### src/rtl/mcpu_pkg.sv
package mcpu_pkg;
  localparam int XLEN   = 16;
  localparam int NREG   = 8;
  localparam int RIDX_W = $clog2(NREG);
  localparam int IMM_W  = 7;
  localparam int JTGT_W = 13;

  localparam logic [2:0] OPC_REG  = 3'd0;
  localparam logic [2:0] OPC_LD   = 3'd1;
  localparam logic [2:0] OPC_ST   = 3'd2;
  localparam logic [2:0] OPC_BEQ  = 3'd3;
  localparam logic [2:0] OPC_ADDI = 3'd4;
  localparam logic [2:0] OPC_JMP  = 3'd5;
  localparam logic [2:0] OPC_HALT = 3'd7;

  typedef enum logic [2:0] {
    ALU_ADD, ALU_SUB, ALU_AND, ALU_OR, ALU_SLT
  } alu_op_e;

  typedef enum logic [2:0] {
    ST_FETCH, ST_DECODE, ST_EXEC, ST_BRANCH, ST_HALT
  } cstate_e;

  typedef enum logic [1:0] {
    OPB_ONE, OPB_REG, OPB_IMM
  } opb_sel_e;

  typedef struct packed {
    alu_op_e  alu_op;
    logic     opa_reg;
    opb_sel_e opb_sel;
    logic     pc_ld;
    logic     pc_jmp;
    logic     ir_ld;
    logic     ab_ld;
    logic     flag_ld;
    logic     rf_we;
    logic     rf_dst_rd;
    logic     rf_from_mem;
    logic     mem_rd;
    logic     mem_wr;
    logic     addr_alu;
  } ctrl_t;
endpackage

### src/rtl/mcpu_alu.sv
module mcpu_alu
  import mcpu_pkg::*;
#(
  parameter int W = XLEN
) (
  input  logic [W-1:0] a_i,
  input  logic [W-1:0] b_i,
  input  alu_op_e      op_i,
  output logic [W-1:0] y_o
);
  always_comb begin
    unique case (op_i)
      ALU_ADD: y_o = a_i + b_i;
      ALU_SUB: y_o = a_i - b_i;
      ALU_AND: y_o = a_i & b_i;
      ALU_OR:  y_o = a_i | b_i;
      ALU_SLT: y_o = {{(W-1){1'b0}}, ($signed(a_i) < $signed(b_i))};
      default: y_o = '0;
    endcase
  end
endmodule

### src/rtl/mcpu_regfile.sv
module mcpu_regfile #(
  parameter int W  = 16,
  parameter int N  = 8,
  localparam int AW = $clog2(N)
) (
  input  logic          clk_i,
  input  logic          rst_ni,
  input  logic [AW-1:0] ra_i,
  input  logic [AW-1:0] rb_i,
  output logic [W-1:0]  da_o,
  output logic [W-1:0]  db_o,
  input  logic          we_i,
  input  logic [AW-1:0] wa_i,
  input  logic [W-1:0]  wd_i
);
  logic [W-1:0] regs_q [N];

  // no hard-wired zero register
  for (genvar g = 0; g < N; g++) begin : g_reg
    always_ff @(posedge clk_i or negedge rst_ni) begin
      if (!rst_ni)                             regs_q[g] <= '0;
      else if (we_i && wa_i == AW'(g))         regs_q[g] <= wd_i;
    end
  end

  assign da_o = regs_q[ra_i];
  assign db_o = regs_q[rb_i];

  assert_write_lands_R11: assert property (@(posedge clk_i) disable iff (!rst_ni)
    we_i |=> regs_q[$past(wa_i)] == $past(wd_i));
endmodule

### src/rtl/mcpu_ctrl.sv
module mcpu_ctrl
  import mcpu_pkg::*;
(
  input  logic    clk_i,
  input  logic    rst_ni,
  input  logic [2:0] opc_i,
  input  logic [3:0] funct_i,
  input  logic    flag_i,
  output ctrl_t   ctrl_o,
  output cstate_e state_o
);
  cstate_e state_q, state_d;

  always_ff @(posedge clk_i or negedge rst_ni) begin
    if (!rst_ni) state_q <= ST_FETCH;
    else         state_q <= state_d;
  end

  always_comb begin
    state_d = state_q;
    unique case (state_q)
      ST_FETCH:  state_d = ST_DECODE;
      ST_DECODE: state_d = ST_EXEC;
      ST_EXEC:   state_d = (opc_i == OPC_BEQ)  ? ST_BRANCH :
                           (opc_i == OPC_HALT) ? ST_HALT : ST_FETCH;
      ST_BRANCH: state_d = ST_FETCH;
      ST_HALT:   state_d = ST_HALT;
      default:   state_d = ST_FETCH;
    endcase
  end

  always_comb begin
    ctrl_o         = '0;
    ctrl_o.alu_op  = ALU_ADD;
    ctrl_o.opb_sel = OPB_ONE;
    unique case (state_q)
      ST_FETCH: begin
        ctrl_o.mem_rd = 1'b1;
        ctrl_o.ir_ld  = 1'b1;
        ctrl_o.pc_ld  = 1'b1;
      end
      ST_DECODE: ctrl_o.ab_ld = 1'b1;
      ST_EXEC: begin
        ctrl_o.opa_reg = 1'b1;
        ctrl_o.opb_sel = OPB_IMM;
        unique case (opc_i)
          OPC_REG: begin
            ctrl_o.opb_sel   = OPB_REG;
            ctrl_o.rf_dst_rd = 1'b1;
            ctrl_o.rf_we     = (funct_i <= 4'd4);
            unique case (funct_i)
              4'd1:    ctrl_o.alu_op = ALU_SUB;
              4'd2:    ctrl_o.alu_op = ALU_AND;
              4'd3:    ctrl_o.alu_op = ALU_OR;
              4'd4:    ctrl_o.alu_op = ALU_SLT;
              default: ctrl_o.alu_op = ALU_ADD;
            endcase
          end
          OPC_ADDI: ctrl_o.rf_we = 1'b1;
          OPC_LD: begin
            ctrl_o.addr_alu    = 1'b1;
            ctrl_o.mem_rd      = 1'b1;
            ctrl_o.rf_we       = 1'b1;
            ctrl_o.rf_from_mem = 1'b1;
          end
          OPC_ST: begin
            ctrl_o.addr_alu = 1'b1;
            ctrl_o.mem_wr   = 1'b1;
          end
          OPC_BEQ: begin
            ctrl_o.opb_sel = OPB_REG;
            ctrl_o.alu_op  = ALU_SUB;
            ctrl_o.flag_ld = 1'b1;
          end
          OPC_JMP: begin
            ctrl_o.pc_ld  = 1'b1;
            ctrl_o.pc_jmp = 1'b1;
          end
          default: ;
        endcase
      end
      ST_BRANCH: begin
        ctrl_o.opb_sel = OPB_IMM;
        ctrl_o.pc_ld   = flag_i;
      end
      default: ;
    endcase
  end

  assign state_o = state_q;

  assert_halt_sticky_R9: assert property (@(posedge clk_i) disable iff (!rst_ni)
    state_q == ST_HALT |=> state_q == ST_HALT);
  assert_beq_extra_cycle_R10: assert property (@(posedge clk_i) disable iff (!rst_ni)
    (state_q == ST_EXEC && opc_i == OPC_BEQ) |=> state_q == ST_BRANCH);
endmodule

### src/rtl/mcpu_core.sv
module mcpu_core
  import mcpu_pkg::*;
(
  input  logic            clk_i,
  input  logic            rst_ni,
  output logic [XLEN-1:0] mem_addr_o,
  output logic [XLEN-1:0] mem_wdata_o,
  input  logic [XLEN-1:0] mem_rdata_i,
  output logic            mem_rd_o,
  output logic            mem_wr_o,
  output logic            halted_o
);
  ctrl_t           ctrl;
  cstate_e         state;
  logic [XLEN-1:0] pc_q, ir_q, a_q, b_q;
  logic            flag_q;
  logic [XLEN-1:0] rf_da, rf_db, rf_wd;
  logic [XLEN-1:0] opa, opb, alu_y, imm_ext, jmp_tgt;
  logic [RIDX_W-1:0] rf_wa;

  assign imm_ext = {{(XLEN-IMM_W){ir_q[IMM_W-1]}}, ir_q[IMM_W-1:0]};
  assign jmp_tgt = {{(XLEN-JTGT_W){1'b0}}, ir_q[JTGT_W-1:0]};

  mcpu_ctrl u_ctrl (
    .clk_i   (clk_i),
    .rst_ni  (rst_ni),
    .opc_i   (ir_q[15:13]),
    .funct_i (ir_q[3:0]),
    .flag_i  (flag_q),
    .ctrl_o  (ctrl),
    .state_o (state)
  );

  assign opa = ctrl.opa_reg ? a_q : pc_q;
  always_comb begin
    unique case (ctrl.opb_sel)
      OPB_REG: opb = b_q;
      OPB_IMM: opb = imm_ext;
      default: opb = XLEN'(1);
    endcase
  end

  mcpu_alu #(.W(XLEN)) u_alu (
    .a_i  (opa),
    .b_i  (opb),
    .op_i (ctrl.alu_op),
    .y_o  (alu_y)
  );

  assign rf_wa = ctrl.rf_dst_rd ? ir_q[6:4] : ir_q[9:7];
  assign rf_wd = ctrl.rf_from_mem ? mem_rdata_i : alu_y;

  mcpu_regfile #(.W(XLEN), .N(NREG)) u_rf (
    .clk_i  (clk_i),
    .rst_ni (rst_ni),
    .ra_i   (ir_q[12:10]),
    .rb_i   (ir_q[9:7]),
    .da_o   (rf_da),
    .db_o   (rf_db),
    .we_i   (ctrl.rf_we),
    .wa_i   (rf_wa),
    .wd_i   (rf_wd)
  );

  always_ff @(posedge clk_i or negedge rst_ni) begin
    if (!rst_ni) begin
      pc_q   <= '0;
      ir_q   <= '0;
      a_q    <= '0;
      b_q    <= '0;
      flag_q <= 1'b0;
    end else begin
      if (ctrl.pc_ld)   pc_q   <= ctrl.pc_jmp ? jmp_tgt : alu_y;
      if (ctrl.ir_ld)   ir_q   <= mem_rdata_i;
      if (ctrl.ab_ld)   begin a_q <= rf_da; b_q <= rf_db; end
      if (ctrl.flag_ld) flag_q <= (alu_y == '0);
    end
  end

  assign mem_addr_o  = ctrl.addr_alu ? alu_y : pc_q;
  assign mem_wdata_o = b_q;
  assign mem_rd_o    = ctrl.mem_rd;
  assign mem_wr_o    = ctrl.mem_wr;
  assign halted_o    = (state == ST_HALT);

  assert_strobe_excl_R10: assert property (@(posedge clk_i) disable iff (!rst_ni)
    !(mem_rd_o && mem_wr_o));
  assert_fetch_at_pc_R10: assert property (@(posedge clk_i) disable iff (!rst_ni)
    state == ST_FETCH |-> (mem_rd_o && mem_addr_o == pc_q));
  assert_pc_step_R10: assert property (@(posedge clk_i) disable iff (!rst_ni)
    state == ST_FETCH |=> pc_q == $past(pc_q) + XLEN'(1));
  assert_not_taken_hold_R7: assert property (@(posedge clk_i) disable iff (!rst_ni)
    (state == ST_BRANCH && !flag_q) |=> pc_q == $past(pc_q));
  assert_halt_quiet_R9: assert property (@(posedge clk_i) disable iff (!rst_ni)
    halted_o |=> (halted_o && !mem_rd_o && !mem_wr_o));
endmodule

### config.mk
export PLATFORM = sky130hd
export DESIGN_NAME = mcpu_core
export DESIGN_NICKNAME = d
export VERILOG_FILES = /design/src/rtl/mcpu_pkg.sv /design/src/rtl/mcpu_alu.sv /design/src/rtl/mcpu_regfile.sv /design/src/rtl/mcpu_ctrl.sv /design/src/rtl/mcpu_core.sv
export SDC_FILE = /design/constraint.sdc
export NUM_CORES = 1
export LEC_CHECK = 0
export BUFFER_PORTS_ARGS = -buffer_cell sky130_fd_sc_hd__buf_2
export CAP_MARGIN = 20
export CORE_AREA = 2 2 147 293
export CTS_CLUSTER_SIZE = 20
export DETAILED_ROUTE_END_ITERATION = 10
export DIE_AREA = 0 0 149 295
export GPL_TIMING_DRIVEN = 0
export SLEW_MARGIN = 20
export SYNTH_ARGS = -nofsm -noshare
export SYNTH_HDL_FRONTEND = slang
export SYNTH_SLANG_ARGS = --single-unit
### constraint.sdc
create_clock -name clk_i -period 11.5 [get_ports clk_i]
set_input_delay 0.575 -clock clk_i [delete_from_list [all_inputs] [get_ports clk_i]]
set_output_delay 0.575 -clock clk_i [all_outputs]
set_load 0.02 [all_outputs]
==> results of run 1 <==
==> through the flow <==
stage / hold WS, ns / std cells / setup slack, ns / util [%]
after floorplan: 0.2794 / 1187 / 6.762 / -
after global placement: 0.4755 / 1779 / 4.841 / 32.04
final: 0.3750 / 1812 / 4.216 / 33.52
after global routing: 0.3873 / 1812 / 4.156 / 33.52
after detailed placement: 0.3540 / 1781 / 4.857 / 32.20
after CTS: 0.3710 / 1811 / 4.347 / 33.48
==> cell families (layout without fill, tap and decap cells) <==
family / count (synthesis) / count (layout) / synth area share [%]
and+or+nand+nor: 306 / 306 / 11.28
DFF: 196 / 196 / 39.53
AOI/OAI and AO/OA: 284 / 284 / 14.46
xor gates and xnor gates: 7 / 7 / 0.4941
buffers and inverters: 132 / 217 / 4.245
muxes: 211 / 211 / 24.73
adders and majority gates: 51 / 51 / 5.264
==> placed cells by master, fill, tap and decap left out, types with 7 or more instances in the layout <==
master,instances
clkbuf_1,56
o21ai_1,28
o21ai_0,64
o21a_1,10
buf_2,64
a21oi_1,83
mux4_2,64
nand3_1,8
dfrtp_1,196
nor3_1,7
ha_1,49
a211oi_1,12
nor2_1,84
mux2_2,104
buf_1,10
mux2i_1,41
a21o_1,15
nor2b_1,12
o22ai_1,9
inv_1,46
nand2_1,140
clkbuf_16,17
nand2b_1,10
==> cell type report <==
type | count | area [um^2] | share of cell area (%)
Multi-Input combinational cell | 859 | 6977 | 49.98
Sequential cell | 196 | 4905 | 35.14
Tap cell | 540 | 675.6 | 4.840
Clock buffer | 21 | 470.5 | 3.370
Timing Repair Buffer | 56 | 346.6 | 2.483
Buffer | 83 | 345.3 | 2.474
Inverter | 49 | 183.9 | 1.318
Clock inverter | 8 | 55.05 | 0.3944
==> sequential cells by signal, indices dropped and copies added, names as in the netlist <==
| register | count |
|---|---|
| a_q | 16 |
| u_ctrl.state_o | 3 |
| pc_q | 16 |
| flag_q | 1 |
| ir_q | 16 |
| mem_wdata_o | 16 |
| u_rf.regs_q | 128 |
==> routing by layer <==
layer | GRT usage [%] | vias up
met5 | 0 | -
met4 | 18.03 | 4
met3 | 2.608 | 189
met2 | 40.54 | 385
met1 | 17.05 | 4838
li1 | - | 4452
==> worst max-delay path, stage by stage, from the launching register on <==
cell and delay (ns):
dfrtp_1 0.36, buf_4 0.17, and3b_1 0.20, clkbuf_1 0.19, nand2_1 0.39, nand2_1 0.39, buf_1 0.45, nand2_1 0.13
o21ai_0 0.18, ha_1 0.26, inv_1 0.07, fa_1 0.48, a21o_1 0.24, a221oi_1 0.71, o2111ai_1 0.35, o2111ai_1 0.34
a311oi_1 0.23, o32ai_2 0.60, mux2_2 0.33, buf_2 0.18
==> what timing repair did <==
item,CTS,global route
endpoints found under the setup margin,0,0
hold buffers,1,0
hold endpoints to repair,1,0
gates resized for setup,0,0
==> worst paths after layout <==
| path | start | endpoint | slack [ns] | depth (start not counted) |
|---|---|---|---|---|
| min in group asynchronous | rst_ni | u_rf.regs_q[32]$_DFFE_PN0P_ | 0.48 | 2 |
| min reg2reg | u_rf.regs_q[70]$_DFFE_PN0P_ | u_rf.regs_q[70]$_DFFE_PN0P_ | 0.50 | 2 |
| max reg2reg | ir_q[15]$_DFFE_PN0P_ | u_rf.regs_q[30]$_DFFE_PN0P_ | 5.24 | 19 |
| min | mem_rdata_i[0] | ir_q[0]$_DFFE_PN0P_ | 0.37 | 3 |
| max in group asynchronous | rst_ni | mem_wdata_o[12]$_DFFE_PN0P_ | 9.81 | 4 |
| max | ir_q[15]$_DFFE_PN0P_ | mem_addr_o[14] | 4.22 | 19 |
==> flow_summary.toml, run 1 <==
[route]
first_iter_violations = 656
drc = 0
wl_met1_um = 13150
met2_length_um = 25010
drt_pre_antenna_iters = 5
ant_nets = 0
dr_wl_met3_um = 1467
via_per_inst = 5.446
post_drt_wl_per_cell_um = 24.26
highest_layer = "met5"
num_vias = 9868
routed_wirelength_um = 43960

[worst_setup_path]
critPathMaxFanout = 10
end_kind = "output pin"
startpoint_type = "flop"
crit_type = "reg2out"
cp.arrival_ns = 6.71
cp.required_ns = 10.93

[sta]
post-route-period-util_pct = 63.34
rsz0062_at_grt = "no"
skew_ns = 0.01283
max_slew_margin_pct = 23.04
finalSetupViolCount = 0
setup_tns_ns = 0
worst_pin_slew_ns = 1.154
finalMaxSlewViolations = 0
maxClockFrequency_mhz = 137.3
hold_viol_final = 0
fin_crit_ns = 7.284

[global_routing]
antenna_found_initial = 2
grt_pass1_vias = 10369
grt.overflow.total = 0
grt_max_degree = 100
grt_pass1_wl_um = 64740
track_usage_pct = 20.46

[min_path]
hold_path.class = "in2reg"

[clock_network]
cts-root-buf = "clkbuf_16"
insertion_delay_ns = 0.45
cts.sinks = 196
cts_max_level = 4
cts_tree = "built"
cts_buffer_depth = 2
cts_buffers = 17
post_cts_buffers = 0
clk_pin_slew_ns = 0.07

[die]
rows = 106
start_util_pct = 29.80
dieArea_um2 = 43960
dieHeight_um = 295
coreArea_um2 = 41640
die_w_um = 149
ios = 53

[placed_design]
hpwl_um = 35440
place_area_um2 = 13410
io_buffers = 52
gp_congestion = 0.9317

[synthesis]
synth_cell_types = 77
synth.top_cells.by_count = "dfrtp_1 (196), nand2_1 (140), mux2_2 (104), nor2_1 (84), a21oi_1 (83)"
synth_top_area_cell = "dfrtp_1"
synth-edff-count = 0
yosysTopAreaCellShare_pct = 39.53
syn-instance-count = 1187
yosysMostFrequentCell = "dfrtp_1"
netlist_area_um2 = 12410
synth_area_per_cell_um2 = 10.45
yosysSeqAreaShare_pct = 39.53
synthArstFlopShare_pct = 100.0
ys.flop_type = "dfrtp_1"
synth_fp_nets = 1256
netlist_top_cells_area = "dfrtp_1 (40%), mux4_2 (12%), mux2_2 (9.4%)"
yosys_warnings = 0
synth-seq-cells = 196

[final_layout]
fin_nets = 1331
nFillCells = 4232
final_area_um2 = 13960
syn_to_final_growth_pct = 12.49
drive_above_1_share_pct = 23.35
num_antenna_cells = 0

[run]
cap_violations = 0

[outcome]
status = "finished clean"
Power of run 1 is left out: the tool's default activity adds up to more than one toggle a clock period on the data nets, which glitch-free logic cannot reach.
==> run 2: changes to the inputs <==
--- a/config.mk
+++ b/config.mk
@@ -5,12 +5,13 @@
 export SDC_FILE = /design/constraint.sdc
 export NUM_CORES = 1
 export LEC_CHECK = 0
+export ABC_AREA = 1
 export BUFFER_PORTS_ARGS = -buffer_cell sky130_fd_sc_hd__buf_2
 export CAP_MARGIN = 20
-export CORE_AREA = 2 2 147 293
+export CORE_AREA = 2 2 152 302
 export CTS_CLUSTER_SIZE = 20
 export DETAILED_ROUTE_END_ITERATION = 10
-export DIE_AREA = 0 0 149 295
+export DIE_AREA = 0 0 154 304
 export GPL_TIMING_DRIVEN = 0
 export SLEW_MARGIN = 20
 export SYNTH_ARGS = -nofsm -noshare
==> constraint.sdc (replaced) <==
create_clock -name clk_i -period 6.8 [get_ports clk_i]
set_input_delay 0.34 -clock clk_i [delete_from_list [all_inputs] [get_ports clk_i]]
set_output_delay 0.34 -clock clk_i [all_outputs]
set_load 0.02 [all_outputs]
==> run 2 against run 1 <==
Compared with the run above: hold slack got worse by 0.21 ns; wire length rose by 26%; sequential cell count did not move; via count rose by 40%; worst setup slack got worse by 2.9 ns; synthesized area rose by 6.6%; design area rose by 6.3%; count of clock-buffer cells in the layout fell by 2; global-route usage rose by 3.0 points; final cell count rose by 41%; clock skew fell by 0.0026 ns.
==> flow_summary.toml, run 2 <==
[outcome]
status = "finished clean"

[synthesis]
netlist_top_cells_area = "dfrtp_1 (37%), nand2_1 (12%), o21ai_0 (11%)"
synthArstFlopShare_pct = 100.0
synth_top_area_cell = "dfrtp_1"
synth_area_per_cell_um2 = 6.915
synth-seq-cells = 196
ys.flop_type = "dfrtp_1"
synth.top_cells.by_count = "nand2_1 (412), o21ai_0 (293), inv_1 (253), dfrtp_1 (196), a21oi_1 (145)"
netlist_area_um2 = 13220
synth-edff-count = 0
yosys_warnings = 0
yosysSeqAreaShare_pct = 37.10
yosysTopAreaCellShare_pct = 37.10
synth_cell_types = 39
syn-instance-count = 1912
synth_fp_nets = 1981
yosysMostFrequentCell = "nand2_1"

[worst_setup_path]
cp.required_ns = 6.46
end_kind = "output pin"
path_cells = "inv_1, nand2_2, nor2_8, nand3_4, nand2_1, inv_1, clkbuf_1, o22ai_1, inv_1, ha_1, clkbuf_1, inv_1, nand2_1, nand2_1, inv_1, nand3_1, nand3_1, nand3_1, nor2_1, nor2_1, nor2_1, o21ai_0, buf_2"
critPathMaxFanout = 10
crit_top_cell = "inv_1"
ff2ff_path_depth = 24
critPathTopFamily = "simple AND/OR/NAND/NOR gates"
cp-endpoint = "mem_addr_o[13]"
crit_start = "u_ctrl.state_o[2]$_DFF_PN0_"
startpoint_type = "flop"
rrSetupSlack_ns = 1.80
crit_type = "reg2out"
reg2reg_from = "u_ctrl.state_o[2]$_DFF_PN0_"
cpPeakStageDelay_ns = 0.62
cp.arrival_ns = 5.19
crit_path_top_delay_cell = "nor2_1"
cp_num_cells = 23
worst_r2r_endpoint = "u_rf.regs_q[109]$_DFFE_PN0P_"
critPathBufInv = 8

[sta]
post-route-period-util_pct = 81.34
skew_ns = 0.01024
hold_viol_final = 0
finalMaxSlewViolations = 0
worst_pin_slew_ns = 0.9583
setup_tns_ns = 0
maxClockFrequency_mhz = 180.8
max_slew_margin_pct = 35.69
fin_crit_ns = 5.531
finalSetupViolCount = 0
rsz0062_at_grt = "no"

[final_layout]
final_cell_mix = "nand2_1 (412), o21ai_0 (293), inv_1 (253), dfrtp_1 (196), a21oi_1 (145)"
drive_above_1_share_pct = 8.754
syn_to_final_growth_pct = 12.24
largest_reg_flops = 128
fin_nets = 2055
regMostFlops = "u_rf.regs_q"
final_common_cell = "nand2_1"
num_antenna_cells = 0

[min_path]
hold_path.class = "in2reg"

[placed_design]
io_buffers = 52
gp_congestion = 0.9624
hpwl_um = 42950

[clock_network]
cts_buffer_depth = 2
cts-root-buf = "clkbuf_16"
clk_pin_slew_ns = 0.08
insertion_delay_ns = 0.46
cts.sinks = 196
cts_buffers = 17
cts_max_level = 4
cts_tree = "built"
cts_resized = 0

[global_routing]
track_usage_pct = 23.45
grt_pass1_wl_um = 82610
grt_max_degree = 87
antenna_found_initial = 0
grt_pass1_vias = 12786
grt.overflow.total = 0

[die]
dieHeight_um = 304
dieArea_um2 = 46820
die_w_um = 154
rows = 110
start_util_pct = 29.56
ios = 53
coreArea_um2 = 44730

[route]
routed_wirelength_um = 55200
via_per_inst = 5.402
ant_nets = 0
num_vias = 13823
drc = 0
post_drt_wl_per_cell_um = 21.57
first_iter_violations = 1391
drt_pre_antenna_iters = 7

[run]
cap_violations = 0
## run 2: how the worst min path moves through the flow
stage | start | end | slack (ns) | cells after the start
finish | mem_rdata_i[10] | ir_q[10]$_DFFE_PN0P_ | 0.17 | 2
global route | mem_rdata_i[10] | ir_q[10]$_DFFE_PN0P_ | 0.17 | 2
CTS | mem_rdata_i[10] | ir_q[10]$_DFFE_PN0P_ | 0.16 | 2
detailed placement | rst_ni | u_rf.regs_q[78]$_DFFE_PN0P_ | 0.30 | 1
global placement | u_rf.regs_q[6]$_DFFE_PN0P_ | u_rf.regs_q[6]$_DFFE_PN0P_ | 0.47 | 2
floorplan | rst_ni | a_q[0]$_DFFE_PN0P_ | 0.04 | 0
## run 2: layout make-up
type	instances	area, um^2
Buffer	105	480.5
Clock buffer	19	442.9
Clock inverter	13	138.9
Fill cell	4870	29890
Inverter	271	1020
Multi-Input combinational cell	1340	6817
Sequential cell	196	4905
Tap cell	560	700.7
Timing Repair Buffer	55	335.3
## run 2: through the flow
| step | cell area (um^2) | instances | setup slack [ns] | hold slack [ns] | utilization [%] |
|---|---|---|---|---|---|
| finish | 14840 | 2559 | 1.269 | 0.1657 | 33.17 |
| global route | 14840 | 2559 | 0.9986 | 0.1716 | 33.17 |
| CTS | 14840 | 2559 | 1.382 | 0.1591 | 33.17 |
| detailed placement | 14250 | 2526 | 1.894 | 0.2953 | 31.85 |
| global placement | 14180 | 2524 | 1.886 | 0.4681 | 31.71 |
| floorplan | 13220 | 1912 | 3.166 | 0.04441 | - |
## run 2: cells by family (layout without fill, tap and decap cells)
group / after synthesis / after routing / share of synthesized area, %
simple gates: 723 / 723 / 23.49
compound gates: 563 / 563 / 22.91
buf+inv: 376 / 463 / 11.35
flops: 196 / 196 / 37.10
fa+ha+maj: 51 / 51 / 4.940
xor+xnor: 2 / 2 / 0.1325
mux: 1 / 1 / 0.08516
## run 2: routing by layer
layer | GRT usage, % | vias up | routed length [um]
met5 | 0 | - | 0
met4 | 10.24 | 0 | 2523
met3 | 3.788 | 118 | 4006
met2 | 37.63 | 668 | 25590
met1 | 31.11 | 6601 | 23080
li1 | - | 6436 | -
## run 2: worst register-to-register path: cells and delay by family, from the launching register on
kind / cells / cell delay, ns
AO/OA/AOI/OAI: 2 / 0.59
adder cells (fa/ha/maj): 1 / 0.30
buffers and inverters: 7 / 1.24
flip-flops: 1 / 0.39
AND/OR/NAND/NOR: 14 / 2.35
## run 2: repair_timing
| action | in CTS | in global routing |
|---|---|---|
| hold buffers | 1 | 0 |
| buffers inserted | 0 | 0 |
| hold endpoints to repair | 50 | 0 |
Power of run 2 is left out for the same reason.
==> run 3: changes to the inputs <==
==> constraint.sdc (replaced) <==
create_clock -name clk_i -period 5.5 [get_ports clk_i]
set_input_delay 0.275 -clock clk_i [delete_from_list [all_inputs] [get_ports clk_i]]
set_output_delay 0.275 -clock clk_i [all_outputs]
set_load 0.02 [all_outputs]
==> run 3 against run 2 <==
Compared with the run above: wire length rose by 0.11%; sequential share of layout area hardly changed; utilization hardly changed; critical path type unchanged; via count is 0.64% lower; count of clock-buffer cells in the layout did not move; die area stayed put.
==> flow_summary.toml, run 3 (synthesis results as in run 2) <==
[clock_network]
cts_max_level = 4
cts.sinks = 196
cts-root-buf = "clkbuf_16"
post_cts_buffers = 0
insertion_delay_ns = 0.46
cts_buffers = 17
cts_buffer_depth = 2
cts_tree = "built"
clk_pin_slew_ns = 0.08

[placed_design]
hpwl_um = 42950
io_buffers = 52
gp_congestion = 0.9624

[sta]
maxClockFrequency_mhz = 193.4
hold_viol_final = 0
worst_pin_slew_ns = 0.9193
post-route-period-util_pct = 94.00
skew_ns = 0.01266
finalSetupViolCount = 0
max_slew_margin_pct = 38.30
rsz0062_at_grt = "no"
fin_crit_ns = 5.170
finalMaxSlewViolations = 0
setup_tns_ns = 0

[route]
routed_wirelength_um = 55260
via_per_inst = 5.367
num_vias = 13735
post_drt_wl_per_cell_um = 21.59
drt_pre_antenna_iters = 7
drc = 0
first_iter_violations = 1349
ant_nets = 0

[global_routing]
grt_pass1_wl_um = 82610
track_usage_pct = 23.45
grt.overflow.total = 0
grt_pass1_vias = 12786
grt_max_degree = 87
antenna_found_initial = 0

[min_path]
hold_path.class = "in2reg"
min_to = "ir_q[10]$_DFFE_PN0P_"
min_path_cells = 2
holdCritStartpoint = "mem_rdata_i[10]"

[worst_setup_path]
crit_type = "reg2out"
critPathMaxFanout = 10
rrSetupSlack_ns = 0.68
reg2reg_from = "u_ctrl.state_o[2]$_DFF_PN0_"
startpoint_type = "flop"
ff2ff_path_depth = 22
end_kind = "output pin"
cp.arrival_ns = 4.89
worst_r2r_endpoint = "u_rf.regs_q[20]$_DFFE_PN0P_"
cp.required_ns = 5.22

[final_layout]
syn_to_final_growth_pct = 12.26
regMostFlops = "u_rf.regs_q"
final_cell_mix = "nand2_1 (412), o21ai_0 (293), inv_1 (253), dfrtp_1 (196), a21oi_1 (145)"
largest_reg_flops = 128
final_common_cell = "nand2_1"
fin_nets = 2055
num_antenna_cells = 0
drive_above_1_share_pct = 8.854

[die]
coreArea_um2 = 44730
dieHeight_um = 304
die_w_um = 154
dieArea_um2 = 46820
ios = 53
rows = 110
start_util_pct = 29.56

[run]
cap_violations = 0

[outcome]
status = "finished clean"
## run 3: stage by stage
stage	area, um^2	hold slack [ns]	utilization [%]	worst slack (ns)	std cells
3_5_place_dp	14250	0.2303	31.85	0.6580	2526
5_1_grt	14840	0.1066	33.18	0.06255	2559
3_3_place_gp	14180	0.4681	31.71	0.6512	2524
2_1_floorplan	13220	-0.02059	-	1.931	1912
6_report	14840	0.1025	33.18	0.3302	2559
4_1_cts	14840	0.09415	33.17	0.1466	2559
## run 3: repair_timing
action / in CTS / in global routing
hold buffers: 1 / 0
hold endpoints to repair: 50 / 0
endpoints found under the setup margin: 0 / 4
gates resized for setup: 0 / 3
## run 3: routing by layer
layer	GRT usage (%)	wire, um	vias to the layer above
met3	3.788	4147	128
met2	37.63	25440	669
met1	31.11	23000	6518
li1	-	-	6420
met4	10.24	2673	0
met5	0	0	-
## run 3: area by class of cell
type / count / area, um^2
Tap cell: 560 / 700.7
Inverter: 271 / 1020
Clock buffer: 19 / 442.9
Multi-Input combinational cell: 1340 / 6819
Clock inverter: 13 / 138.9
Timing Repair Buffer: 55 / 335.3
Buffer: 105 / 481.7
Sequential cell: 196 / 4905
Fill cell: 4871 / 29890
## run 3: worst max path at each step
stage,start,endpoint,slack [ns],cells after the start
after global placement,u_ctrl.state_o[2]$_DFF_PN0_,mem_addr_o[13],0.65,23
after CTS,u_ctrl.state_o[2]$_DFF_PN0_,mem_addr_o[13],0.15,23
final,u_ctrl.state_o[2]$_DFF_PN0_,mem_addr_o[12],0.33,23
after floorplan,u_ctrl.state_o[1]$_DFF_PN0_,mem_addr_o[14],1.93,22
after detailed placement,u_ctrl.state_o[2]$_DFF_PN0_,u_rf.regs_q[100]$_DFFE_PN0P_,0.66,22
after global routing,u_ctrl.state_o[2]$_DFF_PN0_,mem_addr_o[12],0.06,24
## run 3: critical path: stages (launching register included)
cell,delay (ns)
dfrtp_1,0.39
inv_1,0.14
nand2_2,0.15
nor2_8,0.18
nand3_4,0.17
nand2_1,0.17
inv_1,0.16
clkbuf_2,0.26
o22ai_1,0.41
inv_1,0.13
ha_1,0.30
buf_2,0.18
inv_1,0.09
a21oi_1,0.23
nand2_1,0.16
nand2_1,0.11
nand2_1,0.08
nand2_1,0.07
nand2_1,0.06
nor2_1,0.09
nor2_1,0.05
nor2_1,0.47
o21ai_0,0.17
buf_2,0.19
Power of run 3 is left out for the same reason.
